$ cat config.mk
export PLATFORM = sky130hd
export DESIGN_NAME = cc_timer
export DESIGN_NICKNAME = d
export VERILOG_FILES = /design/src/rtl/cc_timer_pkg.sv /design/src/rtl/cc_count_unit.sv /design/src/rtl/cc_match_unit.sv /design/src/rtl/cc_irq_unit.sv /design/src/rtl/cc_timer.sv
export SDC_FILE = /design/constraint.sdc
export NUM_CORES = 1
export LEC_CHECK = 0
export BUFFER_PORTS_ARGS = -buffer_cell sky130_fd_sc_hd__buf_4
export CAP_MARGIN = 25
export CORE_UTILIZATION = 50
export CTS_BUF_LIST = sky130_fd_sc_hd__clkbuf_2 sky130_fd_sc_hd__clkbuf_4 sky130_fd_sc_hd__clkbuf_8
export DETAILED_ROUTE_END_ITERATION = 10
export PLACE_DENSITY_LB_ADDON = 0.3
export SLEW_MARGIN = 20
export SYNTH_ARGS = -nofsm -noshare
export SYNTH_HDL_FRONTEND = slang
export SYNTH_SLANG_ARGS = --single-unit
$ cat constraint.sdc
create_clock -name clk_i -period 5.96 [get_ports clk_i]
set_clock_uncertainty 0.15 [all_clocks]
set_input_delay 0.298 -clock clk_i [delete_from_list [all_inputs] [get_ports clk_i]]
set_output_delay 0.298 -clock clk_i [all_outputs]
set_load 0.02 [all_outputs]
$ cat src/rtl/cc_timer_pkg.sv
package cc_timer_pkg;

  // Release-select encoding that keeps the pending status flag
  localparam logic [2:0] REL_KEEP_PEND = 3'b001;

  // Per-cycle counter operation chosen by the top-level decode
  typedef enum logic [1:0] {
    CNT_HOLD = 2'd0,
    CNT_STEP = 2'd1,
    CNT_LOAD = 2'd2
  } cnt_op_e;

endpackage

$ cat src/rtl/cc_count_unit.sv
module cc_count_unit
  import cc_timer_pkg::*;
#(
  parameter int unsigned W         = 32,
  parameter logic [W-1:0] RST_VAL  = W'(1)
) (
  input  logic         clk_i,
  input  logic         rst_ni,
  input  cnt_op_e      op_i,
  input  logic [W-1:0] load_val_i,
  output logic [W-1:0] cnt_o,
  output logic [W-1:0] step_val_o
);

  logic [W-1:0] cnt_q;
  logic [W-1:0] cnt_d;

  assign step_val_o = cnt_q + W'(1);

  always_comb begin
    unique case (op_i)
      CNT_STEP: cnt_d = step_val_o;
      CNT_LOAD: cnt_d = load_val_i;
      default:  cnt_d = cnt_q;
    endcase
  end

  always_ff @(posedge clk_i or negedge rst_ni) begin
    if (!rst_ni) cnt_q <= RST_VAL;
    else         cnt_q <= cnt_d;
  end

  assign cnt_o = cnt_q;


  step_inc_chk: assert property (@(posedge clk_i) disable iff (!rst_ni)
    (op_i == CNT_STEP) |=> (cnt_q == $past(cnt_q) + W'(1)));


  hold_stable_chk: assert property (@(posedge clk_i) disable iff (!rst_ni)
    (op_i == CNT_HOLD) |=> $stable(cnt_q));


  load_value_chk: assert property (@(posedge clk_i) disable iff (!rst_ni)
    (op_i == CNT_LOAD) |=> (cnt_q == $past(load_val_i)));

endmodule

$ cat src/rtl/cc_match_unit.sv
module cc_match_unit
  import cc_timer_pkg::*;
#(
  parameter int unsigned W = 32
) (
  input  logic         clk_i,
  input  logic         rst_ni,
  input  cnt_op_e      op_i,
  input  logic [W-1:0] step_val_i,
  input  logic         cmp_wr_i,
  input  logic [W-1:0] cmp_wdata_i,
  output logic         match_o
);

  logic [W-1:0] cmp_q;

  always_ff @(posedge clk_i or negedge rst_ni) begin
    if (!rst_ni)       cmp_q <= '0;
    else if (cmp_wr_i) cmp_q <= cmp_wdata_i;
  end

  // Only a step onto the compare value counts as a match
  assign match_o = (op_i == CNT_STEP) && (step_val_i == cmp_q);


  cmp_load_chk: assert property (@(posedge clk_i) disable iff (!rst_ni)
    cmp_wr_i |=> (cmp_q == $past(cmp_wdata_i)));


  cmp_keep_chk: assert property (@(posedge clk_i) disable iff (!rst_ni)
    !cmp_wr_i |=> $stable(cmp_q));

endmodule

$ cat src/rtl/cc_irq_unit.sv
module cc_irq_unit
  import cc_timer_pkg::*;
(
  input  logic       clk_i,
  input  logic       rst_ni,
  input  logic       match_i,
  input  logic       ack_i,
  input  logic [2:0] rel_sel_i,
  output logic       irq_o,
  output logic       pend_o
);

  logic irq_q, pend_q;
  logic keep_pend;

  assign keep_pend = (rel_sel_i == REL_KEEP_PEND);

  always_ff @(posedge clk_i or negedge rst_ni) begin
    if (!rst_ni) begin
      irq_q  <= 1'b0;
      pend_q <= 1'b0;
    end else begin
      if (ack_i)        irq_q <= 1'b0;
      else if (match_i) irq_q <= 1'b1;

      if (!keep_pend)   pend_q <= 1'b0;
      else if (ack_i)   pend_q <= 1'b0;
      else if (match_i) pend_q <= 1'b1;
    end
  end

  assign irq_o  = irq_q;
  assign pend_o = pend_q;


  match_raise_chk: assert property (@(posedge clk_i) disable iff (!rst_ni)
    (match_i && !ack_i) |=> irq_q);


  irq_sticky_chk: assert property (@(posedge clk_i) disable iff (!rst_ni)
    (irq_q && !ack_i) |=> irq_q);


  ack_clear_chk: assert property (@(posedge clk_i) disable iff (!rst_ni)
    ack_i |=> !irq_q);


  pend_off_chk: assert property (@(posedge clk_i) disable iff (!rst_ni)
    !keep_pend |=> !pend_q);

endmodule

$ cat src/rtl/cc_timer.sv
module cc_timer
  import cc_timer_pkg::*;
#(
  parameter int unsigned W = 32
) (
  input  logic         clk_i,
  input  logic         rst_ni,
  input  logic         tick_i,
  input  logic         halt_i,
  input  logic         cnt_wr_i,
  input  logic [W-1:0] cnt_wdata_i,
  input  logic         cmp_wr_i,
  input  logic [W-1:0] cmp_wdata_i,
  input  logic [2:0]   rel_sel_i,
  output logic [W-1:0] count_o,
  output logic         irq_o,
  output logic         pend_o
);

  localparam logic [W-1:0] CNT_RST = W'(1);

  cnt_op_e      op;
  logic [W-1:0] step_val;
  logic         match;

  // A count write outranks a tick; halt blocks only stepping
  always_comb begin
    if (cnt_wr_i)             op = CNT_LOAD;
    else if (tick_i && !halt_i) op = CNT_STEP;
    else                      op = CNT_HOLD;
  end

  cc_count_unit #(.W(W), .RST_VAL(CNT_RST)) u_count (
    .clk_i      (clk_i),
    .rst_ni     (rst_ni),
    .op_i       (op),
    .load_val_i (cnt_wdata_i),
    .cnt_o      (count_o),
    .step_val_o (step_val)
  );

  cc_match_unit #(.W(W)) u_match (
    .clk_i       (clk_i),
    .rst_ni      (rst_ni),
    .op_i        (op),
    .step_val_i  (step_val),
    .cmp_wr_i    (cmp_wr_i),
    .cmp_wdata_i (cmp_wdata_i),
    .match_o     (match)
  );

  cc_irq_unit u_irq (
    .clk_i     (clk_i),
    .rst_ni    (rst_ni),
    .match_i   (match),
    .ack_i     (cmp_wr_i),
    .rel_sel_i (rel_sel_i),
    .irq_o     (irq_o),
    .pend_o    (pend_o)
  );


  halt_no_irq_chk: assert property (@(posedge clk_i) disable iff (!rst_ni)
    (halt_i && !cnt_wr_i && !cmp_wr_i && !irq_o) |=> !irq_o);


  load_no_irq_chk: assert property (@(posedge clk_i) disable iff (!rst_ni)
    (cnt_wr_i && !cmp_wr_i && !irq_o) |=> !irq_o);

endmodule

== Word level (Yosys, flattened, before mapping) ==
Cells that the tools add are included.

* Bits in registers: 66
* Output and inout bits: 34
* Word-level logic and storage cells: 21

* Add/sub/neg operators: 1
* Equal/unequal tests: 5
* Muxes and demuxes: 6
* Reduce and logical (&&, ||, !) cells: 5

{| class="wikitable"
|+ Operators with widths
! kind !! count
|-
| one-hot mux 32 bit (2 select lines) || 1
|-
| adder 32 x 1 -> 32 bit (second input constant) || 1
|-
| == test 32 bit || 1
|-
| 2-to-1 mux 1 bit || 4
|-
| nonzero test 2 bit || 2
|-
| == test 3 x 1 -> 1 bit (second input constant) || 1
|-
| != test 3 bit (second input constant) || 1
|-
| == test 2 x 1 -> 1 bit (second input constant) || 1
|-
| == test 2 bit (second input constant) || 1
|-
| logical AND 1 bit || 2
|-
| 2-to-1 mux 2 bit || 1
|-
| zero test 1 bit || 1
|}

== Logic depth before layout (Yosys ltp) ==
* Depth after elaboration: 9
* Gate-level depth with buffers: 10
* Depth with buffers taken out: 9

== By module ==
Synthesis repeated with hierarchy kept, for this count alone.

* Cell total of the unflattened synthesis: 448
* Area, all modules: 4306.6 µm²

{| class="wikitable"
|+ Modules (own cells, without submodules)
! module !! instances !! cells each !! area an instance (µm²) !! sequential area each (µm²)
|-
| cc_count_unit || 1 || 329 || 2667.6 || 802.0
|-
| cc_match_unit || 1 || 112 || 1546.5 || 800.8
|-
| cc_irq_unit || 1 || 6 || 80.1 || 50.0
|-
| cc_timer || 1 || 1 || 12.5 || 0.0
|}

== Worst setup path before layout ==
No wires, ideal clock.

* Path kind: register to register
* Start point: reg u_count.cnt_q[5] (netlist: u_count.cnt_o[5])
* End point: reg u_irq.irq_q (netlist: u_irq.irq_o)
* Setup time: 0.119 ns
* Arrival time: 2.508 ns
* Slack: 3.183 ns
* Cell stages (with the launch flop): 11
* Path buffers: 2
* Period minus slack after synthesis: 2.777 ns
* Cells stage by stage: dfrtp_1 -> buf_2 -> nand4_4 -> or4_4 -> buf_6 -> o311ai_0 -> o41ai_1 -> o21ai_0 -> o31ai_1 -> and4b_1 -> o21ba_2

* Word-level cells in the longest chain between the ends: 4

{| class="wikitable"
|+ Ends and longest elaborated chain
! item !! line !! RTL
|-
| start: declaration || cc_count_unit.sv:15 || <nowiki>logic [W-1:0] cnt_q;</nowiki>
|-
| start signal: assignment || cc_count_unit.sv:30 || <nowiki>else cnt_q <= cnt_d;</nowiki>
|-
| adder 32 x 1 -> 32 bit || cc_count_unit.sv:18 || <nowiki>assign step_val_o = cnt_q + W'(1);</nowiki>
|-
| == test 32 bit || cc_match_unit.sv:23 || <nowiki>assign match_o = (op_i == CNT_STEP) && (step_val_i == cmp_q);</nowiki>
|-
| logical AND 1 bit || cc_match_unit.sv:23 ||
|-
| nonzero test 2 bit (no line) || -- ||
|-
| end signal: assignment || cc_irq_unit.sv:20 || <nowiki>irq_q <= 1'b0;</nowiki>
|-
| end signal: assignment || cc_irq_unit.sv:23 || <nowiki>if (ack_i) irq_q <= 1'b0;</nowiki>
|-
| end signal: assignment || cc_irq_unit.sv:24 || <nowiki>else if (match_i) irq_q <= 1'b1;</nowiki>
|-
| end: declaration || cc_irq_unit.sv:13 || <nowiki>logic irq_q, pend_q;</nowiki>
|}

No other way between the ends.
A chain may end at the register's enable or synchronous reset.

== Worst setup path after layout ==
* Start point: reg u_count.cnt_q[0] (netlist: u_count.cnt_o[0])
* End point: reg u_irq.pend_q (netlist: u_irq.pend_o)

* Word-level cells in the longest chain between the ends: 4

{| class="wikitable"
|+ Ends and longest elaborated chain
! item !! line !! RTL
|-
| adder 32 x 1 -> 32 bit || cc_count_unit.sv:18 ||
|-
| == test 32 bit || cc_match_unit.sv:23 ||
|-
| logical AND 1 bit || cc_match_unit.sv:23 ||
|-
| != test 3 bit (no line) || -- ||
|-
| end signal: assignment || cc_irq_unit.sv:21 || <nowiki>pend_q <= 1'b0;</nowiki>
|-
| end signal: assignment || cc_irq_unit.sv:26 || <nowiki>if (!keep_pend) pend_q <= 1'b0;</nowiki>
|-
| end signal: assignment || cc_irq_unit.sv:27 || <nowiki>else if (ack_i) pend_q <= 1'b0;</nowiki>
|-
| end: declaration || cc_irq_unit.sv:13 ||
|}

No other way between the ends.

==> reports/results.tsv <==
stage	metric	value	unit
status	status	finished clean	
clock_tree	cts_setup_buffers	0	
detailed_routing	dr_total_vias	3840	
finish	diodes	0	
sta	fin_tns_setup	0	ps
detailed_routing	routed_wl	11300	µm
floorplan	core-area	7890	µm²
hold_path	hold_path_end	u_count.cnt_o[5]$_DFFE_PN0P_	
pwr	p_comb_share	24.2	%
logic_synthesis	syn_area	4150	µm²
pwr	clkPwrFrac	29.0	%
sta	min_period	3290	ps
clock_tree	cts_root_buf	clkbuf_8	
worst_setup_path	worst_path_largest_cell_delay	610	ps
logic_synthesis	synthSimpleGateAreaFrac	22.8	%
sta	rsz0062_at_grt	false	
global_route	antenna_found_initial	0	
clock_tree	cts_buffer_depth	2	
logic_synthesis	yosysWarnings	0	
detailed_routing	topRoutingLayerUsed	met4	
finish	layout.cells.non_filler	651	
detailed_routing	wl_per_cell	17.3	µm
logic_synthesis	netlist.area_leader.share	39.2	%
floorplan	die_width	93.1	µm
worst_setup_path	path_cells	ha_1 > nand3_1 > o21a_1 > o41ai_1 > o22ai_1 > nor4_1 > and4b_1 > o21a_1	
place	port_buffers	106	
pwr	swShare	31.8	%
floorplan	dieArea	8660	µm²
worst_setup_path	worstReg2RegEnd	u_irq.pend_o$_DFFE_PN0P_	
sta	worstMarginPinSlew	845	ps
finish	finish.utilization	66.2	%
place	hpwl	8260	µm
finish	area_growth	26.0	%
logic_synthesis	syn_nets	519	
detailed_routing	wl_met1	4980	µm
detailed_routing	dr.pass1.iters	6	
finish	drive_above_1_share	30.1	%
detailed_routing	route.antenna.remaining_nets	0	
detailed_routing	viasPerCell	5.90	
logic_synthesis	synth_area_leaders	dfrtp_1, xnor2_1, mux2_2, nand2_1, xor2_1	
logic_synthesis	synthDistinctLibCells	53	
logic_synthesis	synth.top_cells.by_count	dfrtp_1, nand2_1, xnor2_1	
floorplan	io_pins	107	
place	gp_congestion	0.958	
pwr	p_seq_share	46.8	%
logic_synthesis	yosysTopAreaCell	dfrtp_1	
clock_tree	ctsHoldBuffers	11	
logic_synthesis	netlist_instances	445	
worst_setup_path	crit_family	compound AO/OA/AOI/OAI gates	
detailed_routing	route.met3.wl	669	µm
logic_synthesis	yosys.area_share.adder	0.302	%
worst_setup_path	start_kind	flop	
worst_setup_path	path_class	reg -> reg	
logic_synthesis	async_flop_share	100	%
sta	whs	2.64	ps
clock_tree	cts_made_buffers	9	
logic_synthesis	avgSynthCellArea	9.32	µm²
logic_synthesis	synth-compound-area-share	10.5	%
finish	final_cell_area	5230	µm²
hold_path	hold_depth	3	
hold_path	holdCritStartpoint	cnt_wdata_i[5]	
clock_tree	insertion_delay	360	ps
sta	worst_slack	2670	ps
place	dp_cells	624	
global_route	grt_pass1_vias	3750	
logic_synthesis	synth_xor_xnor_area_share	14.2	%
hold_path	holdCritPathClass	in -> reg	
clock_tree	clkSlewWorstSetupHoldPaths	80	ps
clock_tree	clock-sinks	66	
sta	clock.fmax	304	MHz
worst_setup_path	crit_arrival	3430	ps
worst_setup_path	cp-end-kind	flop	
worst_setup_path	worst_path_max_delay_cell	dfstp_2	
logic_synthesis	synth-seq-area-share	39.9	%
pwr	vdd_drop_max	0.131	mV
worst_setup_path	crit_buf_inv	0	
floorplan	die_h	93.1	µm
global_route	grt_pass1_wl	18400	µm
pwr	power.density	228	nW/µm²
worst_setup_path	r2r_start	u_count.cnt_o[0]$_DFFE_PN1P_	
detailed_routing	drc_errors	0	
logic_synthesis	ys.flop_type	dfrtp_1	
logic_synthesis	muxShareOfSynthArea	9.21	%
place	place_area	4940	µm²
global_route	grt-ovfl-total	0	
logic_synthesis	synth_seq_cells	66	
place	post-place-ws	2800	ps
sta	report.final.slew_viol_count	0	
sta	fin_crit_sh	55.2	%
pwr	p_sw	379	µW
sta	relSlewSlack	43.7	%
sta	setup_viol	0	
finish	nNetsFinal	618	
clock_tree	cts.repair.resized	0	
worst_setup_path	reg2reg_setup_slack	2670	ps
global_route	grt_max_degree	67	
worst_setup_path	cp.required	6100	ps
pwr	total_power	1.19	mW
pwr	p_leak	2.10	nW
worst_setup_path	worstRegToRegCells	8	
floorplan	rows	32	
detailed_routing	drt_iter0_drc	217	
logic_synthesis	synth_top_family_by_area	simple AND/OR/NAND/NOR gates	
sta	finalHoldViolCount	0	
floorplan	initial_core_util	52.6	%
clock_tree	cts_tree	done	
run	max_cap_viol_count	0	
global_route	grtUsageTotal	27.5	%
pwr	internal_power	813	µW
worst_setup_path	crit_top_cell	o21a_1	
detailed_routing	route.met2.wl	5390	µm
worst_setup_path	crit_fanout	13	
logic_synthesis	synth-edff-count	0	
logic_synthesis	yosysMostFrequentCell	dfrtp_1	
clock_tree	htreeDepth	3	
==> power by group through the flow <==
stage	Clock (mW)	Sequential [mW]	Combinational, mW
2_1_floorplan	0	0.560	0.165
3_3_place_gp	0	0.562	0.276
3_5_place_dp	0	0.564	0.281
4_1_cts	0.349	0.556	0.289
5_1_grt	0.372	0.565	0.312
6_report	0.346	0.558	0.289
==> registers in the layout (all words and copies together) (netlist names) <==
register	count
u_match.cmp_q	32
u_count.cnt_o	32
u_irq.irq_o	1
u_irq.pend_o	1
==> worst min-delay path, stage by stage <==
cell and delay [ps]:
buf_4 80, nand2_1 30, o21ai_0 60
==> cell type report <==
cell class              instances  area (µm²)
inverters                       1        3.75
fillers                       660        2660
clock inverters                 3        15.0
repair buffers                117         906
multi-input cells             349        2360
flip-flops and latches         66        1650
clock buffers                  13         160
well taps                     102         128
==> cell usage in the layout (no fill, tap or decap), types with 6 or more instances in the layout <==
| cell type | count |
|---|---|
| nand3_1 | 14 |
| o21ai_0 | 38 |
| mux2_2 | 33 |
| nand4_1 | 17 |
| a21oi_1 | 7 |
| nor2_1 | 22 |
| dlygate4sd3_1 | 11 |
| nor3_1 | 14 |
| and3_1 | 6 |
| xor2_1 | 22 |
| nand2b_1 | 6 |
| clkbuf_8 | 10 |
| xnor2_1 | 45 |
| and4_1 | 6 |
| nor4_1 | 11 |
| buf_4 | 106 |
| nand2_1 | 54 |
| dfrtp_1 | 65 |
==> per-layer routing <==
metal | GRT usage, % | vias up
met5 | 0 | -
met4 | 12.3 | 0
met3 | 4.47 | 19
met2 | 43.8 | 152
met1 | 36.9 | 1868
li1 | - | 1801
==> worst max path at each step <==
stage | from | slack [ps] | cells after the start | to
2_1_floorplan | u_count.cnt_o[5]$_DFFE_PN0P_ | 3180 | 10 | u_irq.irq_o$_DFFE_PN0P_
3_3_place_gp | u_count.cnt_o[0]$_DFFE_PN1P_ | 2940 | 8 | u_irq.irq_o$_DFFE_PN0P_
3_5_place_dp | u_count.cnt_o[0]$_DFFE_PN1P_ | 2800 | 8 | u_irq.pend_o$_DFFE_PN0P_
4_1_cts | u_count.cnt_o[0]$_DFFE_PN1P_ | 2780 | 8 | u_irq.pend_o$_DFFE_PN0P_
5_1_grt | u_count.cnt_o[0]$_DFFE_PN1P_ | 2490 | 8 | u_irq.pend_o$_DFFE_PN0P_
6_report | u_count.cnt_o[0]$_DFFE_PN1P_ | 2670 | 8 | u_irq.pend_o$_DFFE_PN0P_
==> cells by family after synthesis <==
family,after synthesis
simple gates,175
fa+ha+maj,1
flops,66
buf+inv,30
mux,34
compound gates,72
xor+xnor,67
No activity file was read; power rests on OpenSTA's default activity.
